**config.mk**
```make
export PLATFORM = sky130hd
export DESIGN_NAME = dual_cmp_timer8
export DESIGN_NICKNAME = d
export VERILOG_FILES = /design/src/rtl/tmr8_pkg.sv /design/src/rtl/tmr8_prescaler.sv /design/src/rtl/tmr8_edge_sync.sv /design/src/rtl/tmr8_flag.sv /design/src/rtl/dual_cmp_timer8.sv
export SDC_FILE = /design/constraint.sdc
export NUM_CORES = 1
export LEC_CHECK = 0
export BUFFER_PORTS_ARGS = -buffer_cell sky130_fd_sc_hd__buf_2
export CAP_MARGIN = 20
export CORE_ASPECT_RATIO = 0.75
export CORE_MARGIN = 2
export CORE_UTILIZATION = 45
export DETAILED_ROUTE_END_ITERATION = 6
export PLACE_DENSITY = 0.73
export SKIP_LAST_GASP = 1
export SLEW_MARGIN = 20
export SYNTH_ARGS = -nofsm -noshare
export SYNTH_HDL_FRONTEND = slang
export SYNTH_SLANG_ARGS = --single-unit
```
**constraint.sdc**
```tcl
create_clock -name clk -period 2.3 [get_ports clk]
set_input_delay 0.46 -clock clk [delete_from_list [all_inputs] [get_ports clk]]
set_output_delay 0.46 -clock clk [all_outputs]
set_load 0.02 [all_outputs]
```
**src/rtl/tmr8_pkg.sv**
```systemverilog
package tmr8_pkg;
  localparam int unsigned DATA_W = 8;
  localparam int unsigned ADDR_W = 3;

  localparam logic [ADDR_W-1:0] ADR_COUNT  = 3'd0;
  localparam logic [ADDR_W-1:0] ADR_CMPA   = 3'd1;
  localparam logic [ADDR_W-1:0] ADR_CMPB   = 3'd2;
  localparam logic [ADDR_W-1:0] ADR_CLKSEL = 3'd3;
  localparam logic [ADDR_W-1:0] ADR_STATUS = 3'd4;

  // flag index inside the flag vector; status bit = FLAG_BASE + index
  localparam int unsigned FLAG_N    = 3;
  localparam int unsigned FLAG_BASE = 5;

  typedef enum logic [1:0] {
    ACT_KEEP   = 2'b00,
    ACT_LOW    = 2'b01,
    ACT_HIGH   = 2'b10,
    ACT_TOGGLE = 2'b11
  } out_act_e;

  // new pin level for an output-select code
  function automatic logic apply_act(input logic cur, input logic [1:0] code);
    case (out_act_e'(code))
      ACT_LOW:    return 1'b0;
      ACT_HIGH:   return 1'b1;
      ACT_TOGGLE: return ~cur;
      default:    return cur;
    endcase
  endfunction

  // status word assembly: flags high, constant one at bit 4, selects low
  function automatic logic [DATA_W-1:0] status_word(input logic [FLAG_N-1:0] flags,
                                                    input logic [3:0] osel);
    return {flags[2], flags[1], flags[0], 1'b1, osel};
  endfunction
endpackage

```
**src/rtl/tmr8_prescaler.sv**
```systemverilog
module tmr8_prescaler #(
  parameter int LOG_A = 3,
  parameter int LOG_B = 6,
  parameter int LOG_C = 10
) (
  input  logic       clk,
  input  logic       rst_n,
  output logic [2:0] ticks
);
  localparam int W = LOG_C;
  localparam int LOGS [3] = '{LOG_A, LOG_B, LOG_C};

  logic [W-1:0] div_q;

  always_ff @(posedge clk) begin
    if (!rst_n) div_q <= '0;
    else        div_q <= div_q + 1'b1;
  end

  // the divided bit falls on the edge where its low bits are all ones
  for (genvar i = 0; i < 3; i++) begin : g_tap
    assign ticks[i] = &div_q[LOGS[i]-1:0];
  end
endmodule

```
**src/rtl/tmr8_edge_sync.sv**
```systemverilog
module tmr8_edge_sync #(
  parameter int STAGES = 2
) (
  input  logic clk,
  input  logic rst_n,
  input  logic async_in,
  output logic rise,
  output logic fall
);
  logic [STAGES:0] sh_q;

  always_ff @(posedge clk) begin
    if (!rst_n) sh_q <= '0;
    else        sh_q <= {sh_q[STAGES-1:0], async_in};
  end

  assign rise = sh_q[STAGES-1] & ~sh_q[STAGES];
  assign fall = ~sh_q[STAGES-1] & sh_q[STAGES];
endmodule

```
**src/rtl/tmr8_flag.sv**
```systemverilog
module tmr8_flag (
  input  logic clk,
  input  logic rst_n,
  input  logic hw_set,
  input  logic sw_read,
  input  logic sw_write,
  input  logic sw_wbit,
  output logic flag,
  output logic armed
);
  always_ff @(posedge clk) begin
    if (!rst_n) begin
      flag  <= 1'b0;
      armed <= 1'b0;
    end else begin
      if (hw_set)                            flag <= 1'b1;
      else if (sw_write && armed && !sw_wbit) flag <= 1'b0;
      if (sw_write)              armed <= 1'b0;
      else if (sw_read && flag)  armed <= 1'b1;
    end
  end
endmodule

```
**src/rtl/dual_cmp_timer8.sv**
```systemverilog
module dual_cmp_timer8
  import tmr8_pkg::*;
#(
  parameter int PRE_LOG_A = 3,
  parameter int PRE_LOG_B = 6,
  parameter int PRE_LOG_C = 10,
  parameter int SYNC_STAGES = 2
) (
  input  logic              clk,
  input  logic              rst_n,
  input  logic              bus_rd,
  input  logic              bus_wr,
  input  logic [ADDR_W-1:0] bus_addr,
  input  logic [DATA_W-1:0] bus_wdata,
  output logic [DATA_W-1:0] bus_rdata,
  input  logic              ext_clk,
  output logic              tmr_out
);
  logic [DATA_W-1:0] count, cmp_a, cmp_b, cnt_next;
  logic [2:0]        clk_sel;
  logic [3:0]        out_sel;
  logic [2:0]        pre_ticks;
  logic              ext_rise, ext_fall;
  logic              count_tick;
  logic              wr_count, st_wr, st_rd;
  logic              match_a, match_b, ovf_evt;
  logic [FLAG_N-1:0] hw_set, flags, armed;

  tmr8_prescaler #(.LOG_A(PRE_LOG_A), .LOG_B(PRE_LOG_B), .LOG_C(PRE_LOG_C)) u_pre (
    .clk(clk), .rst_n(rst_n), .ticks(pre_ticks)
  );

  tmr8_edge_sync #(.STAGES(SYNC_STAGES)) u_sync (
    .clk(clk), .rst_n(rst_n), .async_in(ext_clk), .rise(ext_rise), .fall(ext_fall)
  );

  assign wr_count = bus_wr && (bus_addr == ADR_COUNT);
  assign st_wr    = bus_wr && (bus_addr == ADR_STATUS);
  assign st_rd    = bus_rd && (bus_addr == ADR_STATUS);

  always_comb begin
    case (clk_sel)
      3'b001:  count_tick = pre_ticks[0];
      3'b010:  count_tick = pre_ticks[1];
      3'b011:  count_tick = pre_ticks[2];
      3'b101:  count_tick = ext_rise;
      3'b110:  count_tick = ext_fall;
      3'b111:  count_tick = ext_rise | ext_fall;
      default: count_tick = 1'b0;
    endcase
  end

  assign cnt_next = count + 1'b1;
  assign match_a  = count_tick && !wr_count && (cnt_next == cmp_a);
  assign match_b  = count_tick && !wr_count && (cnt_next == cmp_b);
  assign ovf_evt  = count_tick && !wr_count && (&count);
  assign hw_set   = {match_b, match_a, ovf_evt};

  always_ff @(posedge clk) begin
    if (!rst_n) begin
      count   <= '0;
      cmp_a   <= '0;
      cmp_b   <= '0;
      clk_sel <= '0;
      out_sel <= '0;
    end else begin
      if (wr_count)        count <= bus_wdata;
      else if (count_tick) count <= cnt_next;
      if (bus_wr && bus_addr == ADR_CMPA)   cmp_a   <= bus_wdata;
      if (bus_wr && bus_addr == ADR_CMPB)   cmp_b   <= bus_wdata;
      if (bus_wr && bus_addr == ADR_CLKSEL) clk_sel <= bus_wdata[2:0];
      if (st_wr)                            out_sel <= bus_wdata[3:0];
    end
  end

  for (genvar i = 0; i < FLAG_N; i++) begin : g_flag
    tmr8_flag u_flag (
      .clk(clk), .rst_n(rst_n), .hw_set(hw_set[i]), .sw_read(st_rd),
      .sw_write(st_wr), .sw_wbit(bus_wdata[FLAG_BASE+i]),
      .flag(flags[i]), .armed(armed[i])
    );
  end

  always_ff @(posedge clk) begin
    if (!rst_n)                              tmr_out <= 1'b0;
    else if (match_b && out_sel[3:2] != 2'b00) tmr_out <= apply_act(tmr_out, out_sel[3:2]);
    else if (match_a)                        tmr_out <= apply_act(tmr_out, out_sel[1:0]);
  end

  always_comb begin
    case (bus_addr)
      ADR_COUNT:  bus_rdata = count;
      ADR_CMPA:   bus_rdata = cmp_a;
      ADR_CMPB:   bus_rdata = cmp_b;
      ADR_CLKSEL: bus_rdata = {5'b0, clk_sel};
      ADR_STATUS: bus_rdata = status_word(flags, out_sel);
      default:    bus_rdata = '0;
    endcase
  end
endmodule

```
==> impl_summary.log <==
[metrics] cts bufs inserted: 5
[metrics] ratio of routed vias to standard cells: 5.78
[metrics] area share of the largest cell type after synthesis: 0.335
[metrics] setup skew after layout: 6.42 ps
[metrics] worst supply voltage drop on vdd: 0.000254 V
[metrics] count of nets left with antenna violations after detail routing: 0
[metrics] Worst EP arrival: 2420 ps
[metrics] required time at the endpoint of the critical path: 2530 ps
[metrics] DRC violation total after the first TritonRoute iteration: 229
[metrics] count of flip-flops with a built-in enable after synthesis: 0
[metrics] horizontal die dimension: 99.1 um
[metrics] starting density of the core: 0.474
[metrics] DRC: 0
[metrics] Max Clock Freq: 458 MHz
[metrics] Power, Total: 1.72 mW
[metrics] number of max-cap violations: 0
[metrics] library cells used by synthesis: 59
[metrics] chain of cells forming the critical path: ha_2, ha_1, a31oi_1, a32o_2, or3_4, a2111oi_4, nor2_2, a211oi_2
[metrics] Hold Path Depth: 2
[metrics] cell area after technology mapping: 3050 um^2
[metrics] HPWL reported at the end of detailed placement: 6.19 mm
[metrics] pin count of the biggest net entering global routing: 28
[metrics] root buffer cell: sky130_fd_sc_hd__clkbuf_8
[metrics] post-layout instance area: 3620 um^2
[metrics] CTS Buffer Depth: 2
[metrics] area overhead of the layout relative to synthesis: 18.7%
[metrics] routed length per placed instance: 17.1 um
[metrics] number of synthesized register bits: 51
[metrics] critical path's slowest cell: sky130_fd_sc_hd__or3_4
[metrics] sort of element at the end of the critical path: register
[metrics] proportion of register bits with asynchronous set or reset after synthesis: 0
[metrics] Remaining Overflow, GRT: 0
[metrics] total die area: 7460 um^2
[metrics] power density relative to cell area: 476 nW/um^2
[metrics] status: finished, final reports clean
[metrics] die height: 75.3 um
[metrics] Core Footprint: 6440 um^2
[metrics] GRT Overall Usage: 0.228
[metrics] setup TNS after final layout: 0 ps
[metrics] cell taking the most area after synthesis: sky130_fd_sc_hd__dfxtp_1
[metrics] HP Class: in -> reg
[metrics] input/output buffers: 24
[metrics] Pre-Repair DR Iteration Count: 5
[metrics] final worst-path cycle share: 0.949
[metrics] Post-Place Cell Area: 3370 um^2
[metrics] final weighted congestion in routability-driven placement: 1.04
[metrics] worst slack at placement: -64.8 ps
[metrics] critical path launch point type: register
[metrics] Yosys warning total: 0
[metrics] Worst Setup Path Type: reg -> reg
[metrics] final-report setup violation count: 0
[metrics] total count of max-transition violations in the final report: 0
[metrics] Final Core Density: 0.562
[metrics] final WL: 8.38 mm
[metrics] Site Rows: 25
[metrics] setup slack after layout: 118 ps
[metrics] layout cell share with drive strength beyond 1: 0.227
[metrics] startpoint of the most critical hold path: ext_clk
[metrics] min Tclk post-route: 2180 ps
[metrics] final layout net count: 435
[metrics] delay of the slowest cell on the worst path: 400 ps
[metrics] number of cell instances on the worst register-to-register path: 8
[metrics] count of mapped cells out of synthesis: 371
[metrics] worst reg2reg startpoint: u_pre.div_q[0]
[metrics] worst hold endpoint: u_sync.sh_q[0]
[metrics] total vias in the final route: 2840
[metrics] # clock sinks: 51
[metrics] total number of H-tree levels: 2
[metrics] first-pass GRT wire length: 13.3 mm
[metrics] commonest register cell after synthesis: sky130_fd_sc_hd__dfxtp_1
[metrics] number of antenna repair diodes: 0
[metrics] end of the worst register-to-register path: tmr_out
[metrics] antenna violations before repair: 0
[metrics] largest driver fanout on the critical path: 6
[metrics] Hold Vio Cnt, Final: 0
[metrics] Worst slew margin: 0.613
[metrics] worst skew pair latency: 320 ps
[metrics] number of global-route vias before repair: 2638
[metrics] Synth area leaders: sky130_fd_sc_hd__dfxtp_1 (33%), sky130_fd_sc_hd__nand2_1 (5.5%), sky130_fd_sc_hd__mux2i_1 (4.6%)
[metrics] CTS tree: built
[metrics] Leak Pwr: 1.40 nW
[metrics] transition time of the tightest slew-check pin: 579 ps
[metrics] count of pins on the block boundary: 25
[metrics] FF-to-FF setup slack: 120 ps
[metrics] Synth Area per Inst: 8.23 um^2
[metrics] post-synthesis sequential area ratio: 0.335
[metrics] Reg clk slew, reported paths: 100 ps
[metrics] nets in the synthesized netlist: 397
-- cell usage after synthesis, drive strengths merged (3+ instances only) --
cell    count
a311oi      3
o21ai      12
dfxtp      51
nand2      45
a22oi       9
xor2       16
and4        3
inv        12
a211oi      8
nand2b      7
nor3        8
nor2       37
nor2b       9
nand3      12
o22ai       4
and3        4
ha         10
mux2        3
mux2i      14
buf        10
a21oi      27
clkbuf     12
xnor2      10
and2        8
or3         3
nand4       5
-- layout by cell type (no fill, tap or decap), drive strengths merged, types with 9 or more instances in the layout --
master  netlist  routed
nand2        45      45
xor2         16      16
o21ai        12      12
dfxtp        51      51
xnor2        10      10
mux2i        14      14
ha           10      10
nor2b         9       9
a21oi        27      27
nor2         37      37
inv          12      12
nand3        12      12
a22oi         9       9
buf          10      53
-- routing by layer --
layer	up-vias	GRT usage	wire [um]
met1	1312	0.332	3960
li1	1380	-	-
met2	141	0.352	3650
met4	0	0.0639	67
met5	-	0	0
met3	7	0.0404	703
-- how the worst max path moves through the flow --
stage	from	slack (ps)	depth (start not counted)	endpoint
3_5_place_dp	count[0]	-60	8	tmr_out
2_1_floorplan	count[1]	140	9	tmr_out
4_1_cts	u_sync.sh_q[1]	20	9	tmr_out
5_1_grt	u_pre.div_q[0]	-6	8	tmr_out
3_3_place_gp	u_sync.sh_q[1]	120	9	tmr_out
6_report	u_pre.div_q[0]	120	8	tmr_out
-- worst max-delay path: cells and delay by family (launching register included) --
family	cells	cell delay, ps
flip-flops	1	350
adder cells (fa/ha/maj)	2	400
AO/OA/AOI/OAI	4	860
AND/OR/NAND/NOR	2	480
-- state kept, by name (all words and copies together), names as in the netlist --
name / flops
out_sel: 4
count: 8
g_flag.u_flag.flag: 3
u_pre.div_q: 10
tmr_out: 1
u_sync.sh_q: 3
cmp_b: 8
g_flag.u_flag.armed: 3
clk_sel: 3
cmp_a: 8
-- timing repair --
item | CTS | global route
resized for setup | 6 | 22
pin swaps | 1 | 11
buffers inserted | 0 | 3
setup endpoints to repair | 1 | 1
hold buffers | 0 | 0
-- logic make-up (layout without fill, tap and decap cells) --
family	Yosys count	in the layout	share of synthesized area
and+or+nand+nor	150	150	0.251
AOI/OAI and AO/OA	81	81	0.187
adders and majority gates	10	10	0.0410
xor gates and xnor gates	27	27	0.0820
buffers and inverters	35	74	0.0480
DFF	51	51	0.335
muxes	17	17	0.0570
-- power breakdown --
| group | leakage (nW) | internal, mW | switching [mW] |
|---|---|---|---|
| combinational | 0.945 | 0.109 | 0.151 |
| sequential | 0.415 | 0.904 | 0.0253 |
| clock | 0.0402 | 0.212 | 0.320 |
| total | 1.40 | 1.23 | 0.497 |
-- area by class of cell --
class	count	area (um^2)
Clock buffer	5	68.8
Clock inverter	3	20.0
Fill cell	592	2820
Inverter	13	48.8
Multi-Input combinational cell	285	2020
Sequential cell	51	1030
Tap cell	81	101
Timing Repair Buffer	53	342
-- per-stage QoR --
stage	instances	hold WS (ps)
floorplan	371	412
global placement	480	420
detailed placement	480	450
CTS	488	334
global route	491	362
finish	491	344
Note: power is estimated with default switching activity, not from simulation.
